$ cat src/rtl/gpio_irq_pkg.sv
// Shared definitions for the pin I/O controller: bank base word
// addresses and the address decoder. Assumes at most three words per bank.
package gpio_irq_pkg;

    localparam int N_BANKS   = 4;
    localparam int IDX_W     = 2;
    localparam int BASE_OE   = 5;
    localparam int BASE_DRV  = 9;
    localparam int BASE_EN   = 17;
    localparam int EN_STRIDE = 4;
    localparam int BASE_POL  = 65;
    localparam int BASE_TYPE = 69;
    localparam int BASE_STAT = 73;

    typedef enum logic [2:0] {
        F_NONE, F_OE, F_DRV, F_EN, F_POL, F_TYPE, F_STAT
    } feat_e;

    typedef struct packed {
        feat_e            feat;
        logic [1:0]       bank;
        logic [IDX_W-1:0] word;
    } dec_t;

    // Map a word address to a feature, enable group and word index.
    function automatic dec_t decode_addr(input int a, input int words);
        dec_t d;
        d      = '0;
        d.feat = F_NONE;
        if (a >= BASE_OE && a < BASE_OE + words) begin
            d.feat = F_OE;   d.word = IDX_W'(a - BASE_OE);
        end
        if (a >= BASE_DRV && a < BASE_DRV + words) begin
            d.feat = F_DRV;  d.word = IDX_W'(a - BASE_DRV);
        end
        for (int b = 0; b < N_BANKS; b++) begin
            if (a >= BASE_EN + b*EN_STRIDE && a < BASE_EN + b*EN_STRIDE + words) begin
                d.feat = F_EN;
                d.bank = 2'(b);
                d.word = IDX_W'(a - BASE_EN - b*EN_STRIDE);
            end
        end
        if (a >= BASE_POL && a < BASE_POL + words) begin
            d.feat = F_POL;  d.word = IDX_W'(a - BASE_POL);
        end
        if (a >= BASE_TYPE && a < BASE_TYPE + words) begin
            d.feat = F_TYPE; d.word = IDX_W'(a - BASE_TYPE);
        end
        if (a >= BASE_STAT && a < BASE_STAT + words) begin
            d.feat = F_STAT; d.word = IDX_W'(a - BASE_STAT);
        end
        return d;
    endfunction

endpackage

$ cat src/rtl/gpio_sync.sv
// Two-flop synchronizer for a vector of asynchronous pin inputs.
// Assumes each bit is independent; no bus coherency is implied.
module gpio_sync #(
    parameter int W = 8
) (
    input  logic         clk,
    input  logic         rst_n,
    input  logic [W-1:0] d,
    output logic [W-1:0] q
);
    logic [W-1:0] meta;

    // Two register stages toward the clock domain.
    always_ff @(posedge clk) begin
        if (!rst_n) begin
            meta <= '0;
            q    <= '0;
        end else begin
            meta <= d;
            q    <= meta;
        end
    end
endmodule

$ cat src/rtl/gpio_word_bank.sv
// One per-pin setting bank, stored as 32-bit words. Only bits that map
// to existing pins are stored; writes are word-wide with a one-hot enable.
module gpio_word_bank #(
    parameter int NUM_PINS = 70,
    parameter int WORDS    = (NUM_PINS + 31) / 32
) (
    input  logic                clk,
    input  logic                rst_n,
    input  logic [WORDS-1:0]    we,
    input  logic [31:0]         wdata,
    output logic [NUM_PINS-1:0] q
);
    for (genvar w = 0; w < WORDS; w++) begin : g_word
        localparam int LO  = w * 32;
        localparam int WID = (NUM_PINS - LO > 32) ? 32 : (NUM_PINS - LO);
        logic [WID-1:0] r;

        // Hold the word; load the pin-mapped slice of write data.
        always_ff @(posedge clk) begin
            if (!rst_n)     r <= '0;
            else if (we[w]) r <= wdata[WID-1:0];
        end
        assign q[LO +: WID] = r;
    end
endmodule

$ cat src/rtl/gpio_irq_detect.sv
// Per-pin interrupt detection and status latching. Inputs are already
// synchronized. A clear takes priority over a new hit in the same cycle.
module gpio_irq_detect #(
    parameter int NUM_PINS = 70
) (
    input  logic                clk,
    input  logic                rst_n,
    input  logic [NUM_PINS-1:0] sync_v,
    input  logic [NUM_PINS-1:0] typ,
    input  logic [NUM_PINS-1:0] pol,
    input  logic [NUM_PINS-1:0] clr,
    output logic [NUM_PINS-1:0] prev_v,
    output logic [NUM_PINS-1:0] stat
);
    logic [NUM_PINS-1:0] lvl_hit, rise, fall, edge_hit, hit;

    // Form the level and edge conditions per pin.
    always_comb begin
        lvl_hit  = sync_v ^ pol;
        rise     = sync_v & ~prev_v;
        fall     = ~sync_v & prev_v;
        edge_hit = (~pol & rise) | (pol & fall);
        hit      = (typ & edge_hit) | (~typ & lvl_hit);
    end

    // Keep the last sample and latch status with clear priority.
    always_ff @(posedge clk) begin
        if (!rst_n) begin
            prev_v <= '0;
            stat   <= '0;
        end else begin
            prev_v <= sync_v;
            stat   <= (stat | hit) & ~clr;
        end
    end
endmodule

$ cat src/rtl/gpio_irq_ctrl.sv
// Top of the pin I/O controller: decodes word accesses, holds the per-pin
// banks, synchronizes inputs, detects events and drives four interrupt lines.
// Assumes NUM_PINS <= 96 and that addr covers word 75.
module gpio_irq_ctrl
    import gpio_irq_pkg::*;
#(
    parameter int NUM_PINS = 70,
    parameter int ADDR_W   = 7
) (
    input  logic                clk,
    input  logic                rst_n,
    input  logic                wr_en,
    input  logic [ADDR_W-1:0]   addr,
    input  logic [31:0]         wdata,
    output logic [31:0]         rdata,
    input  logic [NUM_PINS-1:0] pin_in,
    output logic [NUM_PINS-1:0] pin_out,
    output logic [NUM_PINS-1:0] pin_oe,
    output logic [N_BANKS-1:0]  irq
);
    localparam int WORDS = (NUM_PINS + 31) / 32;
    localparam int PAD_W = WORDS * 32;

    dec_t                       dec;
    logic [WORDS-1:0]           we_oe, we_drv, we_pol, we_type, we_stat;
    logic [WORDS-1:0]           we_en [N_BANKS];
    logic [NUM_PINS-1:0]        oe_bits, drv_bits, pol_bits, type_bits;
    logic [N_BANKS*NUM_PINS-1:0] en_flat;
    logic [NUM_PINS-1:0]        pin_sync, pin_prev, stat_q, stat_clr;
    logic [PAD_W-1:0]           sel;

    assign dec = decode_addr(int'(addr), WORDS);

    // Turn the decoded access into per-word write enables.
    always_comb begin
        we_oe = '0; we_drv = '0; we_pol = '0; we_type = '0; we_stat = '0;
        for (int b = 0; b < N_BANKS; b++) we_en[b] = '0;
        for (int w = 0; w < WORDS; w++) begin
            if (wr_en && int'(dec.word) == w) begin
                we_oe[w]   = (dec.feat == F_OE);
                we_drv[w]  = (dec.feat == F_DRV);
                we_pol[w]  = (dec.feat == F_POL);
                we_type[w] = (dec.feat == F_TYPE);
                we_stat[w] = (dec.feat == F_STAT);
                for (int b = 0; b < N_BANKS; b++)
                    we_en[b][w] = (dec.feat == F_EN) && (int'(dec.bank) == b);
            end
        end
    end

    for (genvar i = 0; i < NUM_PINS; i++) begin : g_clr
        assign stat_clr[i] = we_stat[i / 32] & wdata[i % 32];
    end

    gpio_word_bank #(.NUM_PINS(NUM_PINS), .WORDS(WORDS)) u_oe (
        .clk(clk), .rst_n(rst_n), .we(we_oe), .wdata(wdata), .q(oe_bits));
    gpio_word_bank #(.NUM_PINS(NUM_PINS), .WORDS(WORDS)) u_drv (
        .clk(clk), .rst_n(rst_n), .we(we_drv), .wdata(wdata), .q(drv_bits));
    gpio_word_bank #(.NUM_PINS(NUM_PINS), .WORDS(WORDS)) u_pol (
        .clk(clk), .rst_n(rst_n), .we(we_pol), .wdata(wdata), .q(pol_bits));
    gpio_word_bank #(.NUM_PINS(NUM_PINS), .WORDS(WORDS)) u_type (
        .clk(clk), .rst_n(rst_n), .we(we_type), .wdata(wdata), .q(type_bits));

    for (genvar b = 0; b < N_BANKS; b++) begin : g_en
        gpio_word_bank #(.NUM_PINS(NUM_PINS), .WORDS(WORDS)) u_en (
            .clk(clk), .rst_n(rst_n), .we(we_en[b]), .wdata(wdata),
            .q(en_flat[b*NUM_PINS +: NUM_PINS]));
        assign irq[b] = |(stat_q & en_flat[b*NUM_PINS +: NUM_PINS]);
    end

    gpio_sync #(.W(NUM_PINS)) u_sync (
        .clk(clk), .rst_n(rst_n), .d(pin_in), .q(pin_sync));

    gpio_irq_detect #(.NUM_PINS(NUM_PINS)) u_det (
        .clk(clk), .rst_n(rst_n), .sync_v(pin_sync), .typ(type_bits),
        .pol(pol_bits), .clr(stat_clr), .prev_v(pin_prev), .stat(stat_q));

    assign pin_out = drv_bits;
    assign pin_oe  = oe_bits;

    // Select the addressed bank, zero-padded, then the addressed word.
    always_comb begin
        case (dec.feat)
            F_OE:    sel = PAD_W'(oe_bits);
            F_DRV:   sel = PAD_W'(pin_sync);
            F_EN:    sel = PAD_W'(en_flat[int'(dec.bank)*NUM_PINS +: NUM_PINS]);
            F_POL:   sel = PAD_W'(pol_bits);
            F_TYPE:  sel = PAD_W'(type_bits);
            F_STAT:  sel = PAD_W'(stat_q);
            default: sel = '0;
        endcase
        rdata = sel[32*int'(dec.word) +: 32];
    end
endmodule

$ cat config.mk
export PLATFORM = sky130hd
export DESIGN_NAME = gpio_irq_ctrl
export DESIGN_NICKNAME = d
export VERILOG_FILES = /design/src/rtl/gpio_irq_pkg.sv /design/src/rtl/gpio_sync.sv /design/src/rtl/gpio_word_bank.sv /design/src/rtl/gpio_irq_detect.sv /design/src/rtl/gpio_irq_ctrl.sv
export SDC_FILE = /design/constraint.sdc
export NUM_CORES = 2
export LEC_CHECK = 0
export BUFFER_PORTS_ARGS = -buffer_cell sky130_fd_sc_hd__buf_4
export CORE_ASPECT_RATIO = 0.7
export CORE_MARGIN = 10
export CORE_UTILIZATION = 55
export CTS_CLUSTER_DIAMETER = 150
export DETAILED_ROUTE_END_ITERATION = 7
export PLACE_DENSITY_LB_ADDON = 0.25
export SYNTH_ARGS = -nofsm -noshare
export SYNTH_HDL_FRONTEND = slang
export SYNTH_SLANG_ARGS = --single-unit
$ cat constraint.sdc
create_clock -name clk -period 4.45 [get_ports clk]
set_input_delay 0.445 -clock clk [delete_from_list [all_inputs] [get_ports clk]]
set_output_delay 0.445 -clock clk [all_outputs]
set_load 0.01 [all_outputs]
Word level (Yosys, flattened, before mapping)
Cells that the tools add are included.
{"block": "op_classes", "shift": 2, "n_bitwise": 90, "n_mul": 1, "eq_ne": 11, "muxes": 42, "magnitude_cmp": 18, "n_reduce_logical": 22, "add_sub_neg": 9}
{"cell": "bitwise AND 70 bit", "n": 11}
{"cell": "case mux 70 bit (6 select lines)", "n": 1}
{"cell": "NOT 70 bit", "n": 5}
{"cell": "OR reduction 70 bit", "n": 4}
{"cell": "indexed part select 280 x 10 -> 70 bit", "n": 1}
{"cell": "OR 70 bit", "n": 3}
{"cell": "indexed part select 96 x 8 -> 32 bit", "n": 1}
{"cell": "bitwise AND 1 bit", "n": 70}
{"cell": "bitwise XOR 70 bit", "n": 1}
{"cell": "greater-or-equal comparator 7 x 5 -> 1 bit, second input constant", "n": 4}
{"cell": "2-to-1 mux 1 bit", "n": 28}
{"cell": "2-to-1 mux 7 bit", "n": 4}
{"cell": "greater-or-equal comparator 7 bit, second input constant", "n": 3}
{"cell": "< comparator 7 x 5 -> 1 bit, second input constant", "n": 3}
{"cell": "< comparator 7 bit, second input constant", "n": 3}
{"cell": "subtractor 2 x 1 -> 2 bit, second input constant", "n": 9}
{"cell": "logical AND 1 bit", "n": 16}
{"cell": "< comparator 7 x 4 -> 1 bit, second input constant", "n": 2}
{"cell": "2-to-1 mux 3 bit", "n": 4}
{"cell": "2-to-1 mux 2 bit", "n": 5}
{"cell": "== test 3 bit, second input constant", "n": 3}
{"cell": "== test 2 bit, second input constant", "n": 4}
{"cell": "multiplier 2 x 6 -> 8 bit, second input constant", "n": 1}
{"cell": "greater-or-equal comparator 7 x 3 -> 1 bit, second input constant", "n": 1}
{"cell": "6 further kinds", "n": 8}
{"block": "totals", "word_cells": 223, "register_bits": 840}

Depth between registers and ports, before layout
{"block": "depth", "word_depth": 17, "mapped_depth": 12}

Cells and area by module
A second synthesis with hierarchy kept.
{"block": "hier_totals", "cells_unflattened": 3974, "hier_area_um2": 40070.9}
{"mod": "gpio_word_bank", "seq_area_each_um2": 1401.3, "n_inst": 8, "cells_each": 226, "area_each_um2": 2713.9}
{"mod": "gpio_irq_ctrl", "seq_area_each_um2": 0.0, "n_inst": 1, "cells_each": 1296, "area_each_um2": 8466.9}
{"mod": "gpio_irq_detect", "seq_area_each_um2": 2802.7, "n_inst": 1, "cells_each": 575, "area_each_um2": 6070.8}
{"mod": "gpio_sync", "seq_area_each_um2": 2802.7, "n_inst": 1, "cells_each": 295, "area_each_um2": 3822.4}

Worst setup path after synthesis
No wires, ideal clock.
{"block": "synth_path", "kind": "input port to output port", "start": "input addr[1]", "end": "output rdata[2]", "t_required_ns": 4.005, "setup_slack_ns": 1.747, "stages": 10, "t_arrival_ns": 2.258, "n_path_buf": 3, "path_cell_list": "inv_1 ha_1 or3_1 buf_2 and2_1 buf_6 buf_6 a222oi_1 a21oi_1 or3_1"}
{"block": "synth_between", "elab_chain_len": 14, "word_cells_on_any_way": 60}
{"item": "start: declaration", "line": "gpio_irq_ctrl.sv:13", "source": "input logic [ADDR_W-1:0] addr,"}
{"item": "parallel branches: the longest is 13 deep, another holds multiplier 2 x 6 -> 8 bit"}
{"item": "indexed part select 96 x 8 -> 32 bit *", "line": "gpio_irq_ctrl.sv:92", "source": "rdata = sel[32*int'(dec.word) +: 32];"}
{"item": "end: declaration", "line": "gpio_irq_ctrl.sv:15", "source": "output logic [31:0] rdata,"}
Every way passes the cells marked *.

Final worst setup path
{"block": "layout_path", "start": "register u_det.stat[66]", "end": "output irq[1]"}
{"block": "layout_between", "elab_chain_len": 2}
{"item": "start: declaration", "line": "gpio_irq_detect.sv:13", "source": "output logic [NUM_PINS-1:0] stat"}
{"item": "start signal: assignment", "line": "gpio_irq_detect.sv:33", "source": "stat <= (stat | hit) & ~clr;"}
{"item": "bitwise AND 70 bit", "line": "gpio_irq_ctrl.sv:68", "source": "assign irq[b] = |(stat_q & en_flat[b*NUM_PINS +: NUM_PINS]);"}
{"item": "OR reduction 70 bit", "line": "gpio_irq_ctrl.sv:68"}
{"item": "end: declaration", "line": "gpio_irq_ctrl.sv:19", "source": "output logic [N_BANKS-1:0] irq"}
Every way passes these cells.

==> results.json <==
{
  "status": "finished clean",
  "ioPinCount": 288,
  "grt_overflow_total": 0,
  "slew_viol_final": 0,
  "r2r-start": "u_det.stat[69]$_SDFF_PN0_",
  "drc": 0,
  "hold_start": "pin_in[44]",
  "seq_area_sq_um": 16800,
  "htree_levels": 3,
  "chipWidth_um": 330,
  "synth.avg_cell_area_sq_um": 9.13,
  "area_growth_pct": 15.7,
  "place_hpwl_um": 107000,
  "nets": 4267,
  "yosys.cell_types.count": 58,
  "gp_congestion": 1.06,
  "leakage_uw": 0.0154,
  "p_per_area_nw_per_um2": 374,
  "die_area_sq_um": 78000,
  "grt_usage_pct": 37.9,
  "dr.pass1.iters": 6,
  "top_register": "g_en.u_en.g_word.r",
  "antenna_found_initial": 2,
  "hold_viol": 0,
  "yosys.area.top_type_share_pct": 45.6,
  "cts_buffers": 80,
  "setup_violations": 0,
  "cts-root-buf": "clkbuf_16",
  "worst_setup_path_start_kind": "register",
  "largest_register_ffs": 280,
  "met3_length_um": 19000,
  "wirelength_um": 154000,
  "num-fill-cells": 5445,
  "start_util_pct": 55.6,
  "worstMarginPinSlew_ns": 1.21,
  "grt_pass1_wl_um": 221000,
  "worstPathRequired_ns": 4.01,
  "ctsLongestPathBuffers": 3,
  "wl_per_cell_um": 30.1,
  "vias_per_cell": 6.63,
  "min_path_type": "input pin to register",
  "mostFrequentLayoutCells": "840 x dfxtp_1, 613 x nand2_1, 371 x o21ai_0",
  "port_buffers": 287,
  "fmax_mhz": 243,
  "multi_input_area_sq_um": 18500,
  "wl_met1_um": 61400,
  "critPathKind": "register to primary output",
  "synth_cells": 4044,
  "cts_tree": "done",
  "grt_max_degree": 151,
  "synthArstFlopShare_pct": 0,
  "cts.sinks": 840,
  "cp-end-kind": "primary output",
  "synth_edf_count": 0,
  "clk-insertion-delay-late_ns": 0.66,
  "synth_warnings": 0,
  "wl_met2_um": 65000,
  "fp.dieH_um": 237,
  "path_max_fanout": 6,
  "syn_area_sq_um": 36900,
  "fin_crit_sh_pct": 92.5,
  "yosys.area.top_type": "dfxtp_1",
  "tns_ns": 0,
  "synth.area.top_cells": "dfxtp_1 46%, a21boi_0 7.1%, nand2_1 6.2%",
  "routed.top_layer": "met5",
  "layout_commonest_cell": "dfxtp_1",
  "synth-seq-cells": 840,
  "vdd_drop_max_mv": 0.300,
  "ant_nets": 0,
  "post_route_cells_drive_above_1_share_pct": 15.8,
  "vias": 33900,
  "max-slew-margin-rel_pct": 19.1,
  "finalCriticalPeriod_ns": 4.12,
  "maxCapViolCount": 0,
  "cp-startpoint": "u_det.stat[66]$_SDFF_PN0_",
  "row_count": 79,
  "final_area_sq_um": 42700,
  "yosysSeqAreaShare_pct": 45.6,
  "drt-initial-drc-count": 5377,
  "clk_pin_slew_worst_paths_ns": 0.06,
  "cp.arrival_ns": 3.67,
  "synth_fp_nets": 4157,
  "rsz0062_at_grt": "false",
  "fin_skew_ns": 0.0140,
  "dpl_cell_area_sq_um": 39400,
  "ys.flop_type": "dfxtp_1",
  "core_sq_um": 66400,
  "grt_pass1_vias": 31200
}
## cell usage after synthesis, drive strengths merged, types with 5 or more instances
master	number
o32ai	6
a31oi	6
xor2	70
clkbuf	279
o21ai	376
a22oi	75
a211oi	11
a222oi	27
dfxtp	840
o22ai	26
mux4	70
mux2i	55
nor2	9
a221oi	87
xnor2	70
nand4	25
or3	5
a21boi	434
mux2	60
nand2	613
nand3	259
buf	118
or2	8
a21oi	143
and2	215
nor4	7
o2bb2ai	63
nor2b	11
a22o	46
## metal layers
metal	GRT usage, %	up-vias
li1	-	14600
met2	55.5	2324
met4	17.4	2
met5	0	-
met3	11.0	425
met1	51.0	16500
## report_power, final
group | switching [uW] | total [uW] | internal [uW]
logic | 649 | 1030 | 384
registers | 181 | 7820 | 7640
clock network | 3060 | 7130 | 4070
total | 3890 | 16000 | 12100
## worst paths after layout
path,to,slack [ns],depth (start not counted)
hold reg to reg,u_sync.q[16]$_SDFF_PN0_,0.43,1
setup reg to reg,u_det.stat[69]$_SDFF_PN0_,3.27,2
hold / removal,u_sync.meta[44]$_SDFF_PN0_,0.01,2
setup / recovery,irq[1],0.33,6
## final cells by class
| cell class | instances | share of cell area [%] |
|---|---|---|
| Sequential cell | 840 | 39.4 |
| Clock buffer | 116 | 5.65 |
| Inverter | 4 | 0.0352 |
| Clock inverter | 27 | 0.691 |
| Tap cell | 891 | 2.61 |
| Antenna cell | 1 | 0.00586 |
| Multi-Input combinational cell | 2803 | 43.4 |
| Timing Repair Buffer | 425 | 8.19 |
## stage by stage
stage               hold slack [ns]  power (uW)  util [%]  std cells  worst slack, ns
global route                0.00454       16300      64.3       5106            0.411
finish                       0.0115       16000      64.3       5107            0.334
floorplan                     0.412        8490         -       4044             1.75
CTS                        0.000495       16000      64.3       5106            0.502
detailed placement            0.418        8930      59.3       4906            0.510
global placement              0.414        8930      59.3       4906            0.546
## timing repair
action                                 CTS  global route
gates resized for setup                  0             0
hold buffers                            57             0
endpoints found under the hold margin   57             0
setup buffers                            0             0
## cells by family after synthesis
logic type | after synthesis | synth area share [%]
xor gates and xnor gates | 140 | 3.32
and+or+nand+nor | 1170 | 15.0
muxes | 185 | 7.59
buffers and inverters | 401 | 4.51
adders and majority gates | 1 | 0.0339
AOI/OAI and AO/OA | 1307 | 24.0
DFF | 840 | 45.6
## critical path, stage by stage (launching register included)
cell and delay [ns]:
dfxtp_1 0.48, a22o_1 0.31, a221oi_1 0.65, nand4_1 0.17, nor4_1 0.81, nand4_1 0.34
buf_4 0.26
(Power assumes the default switching activity.)
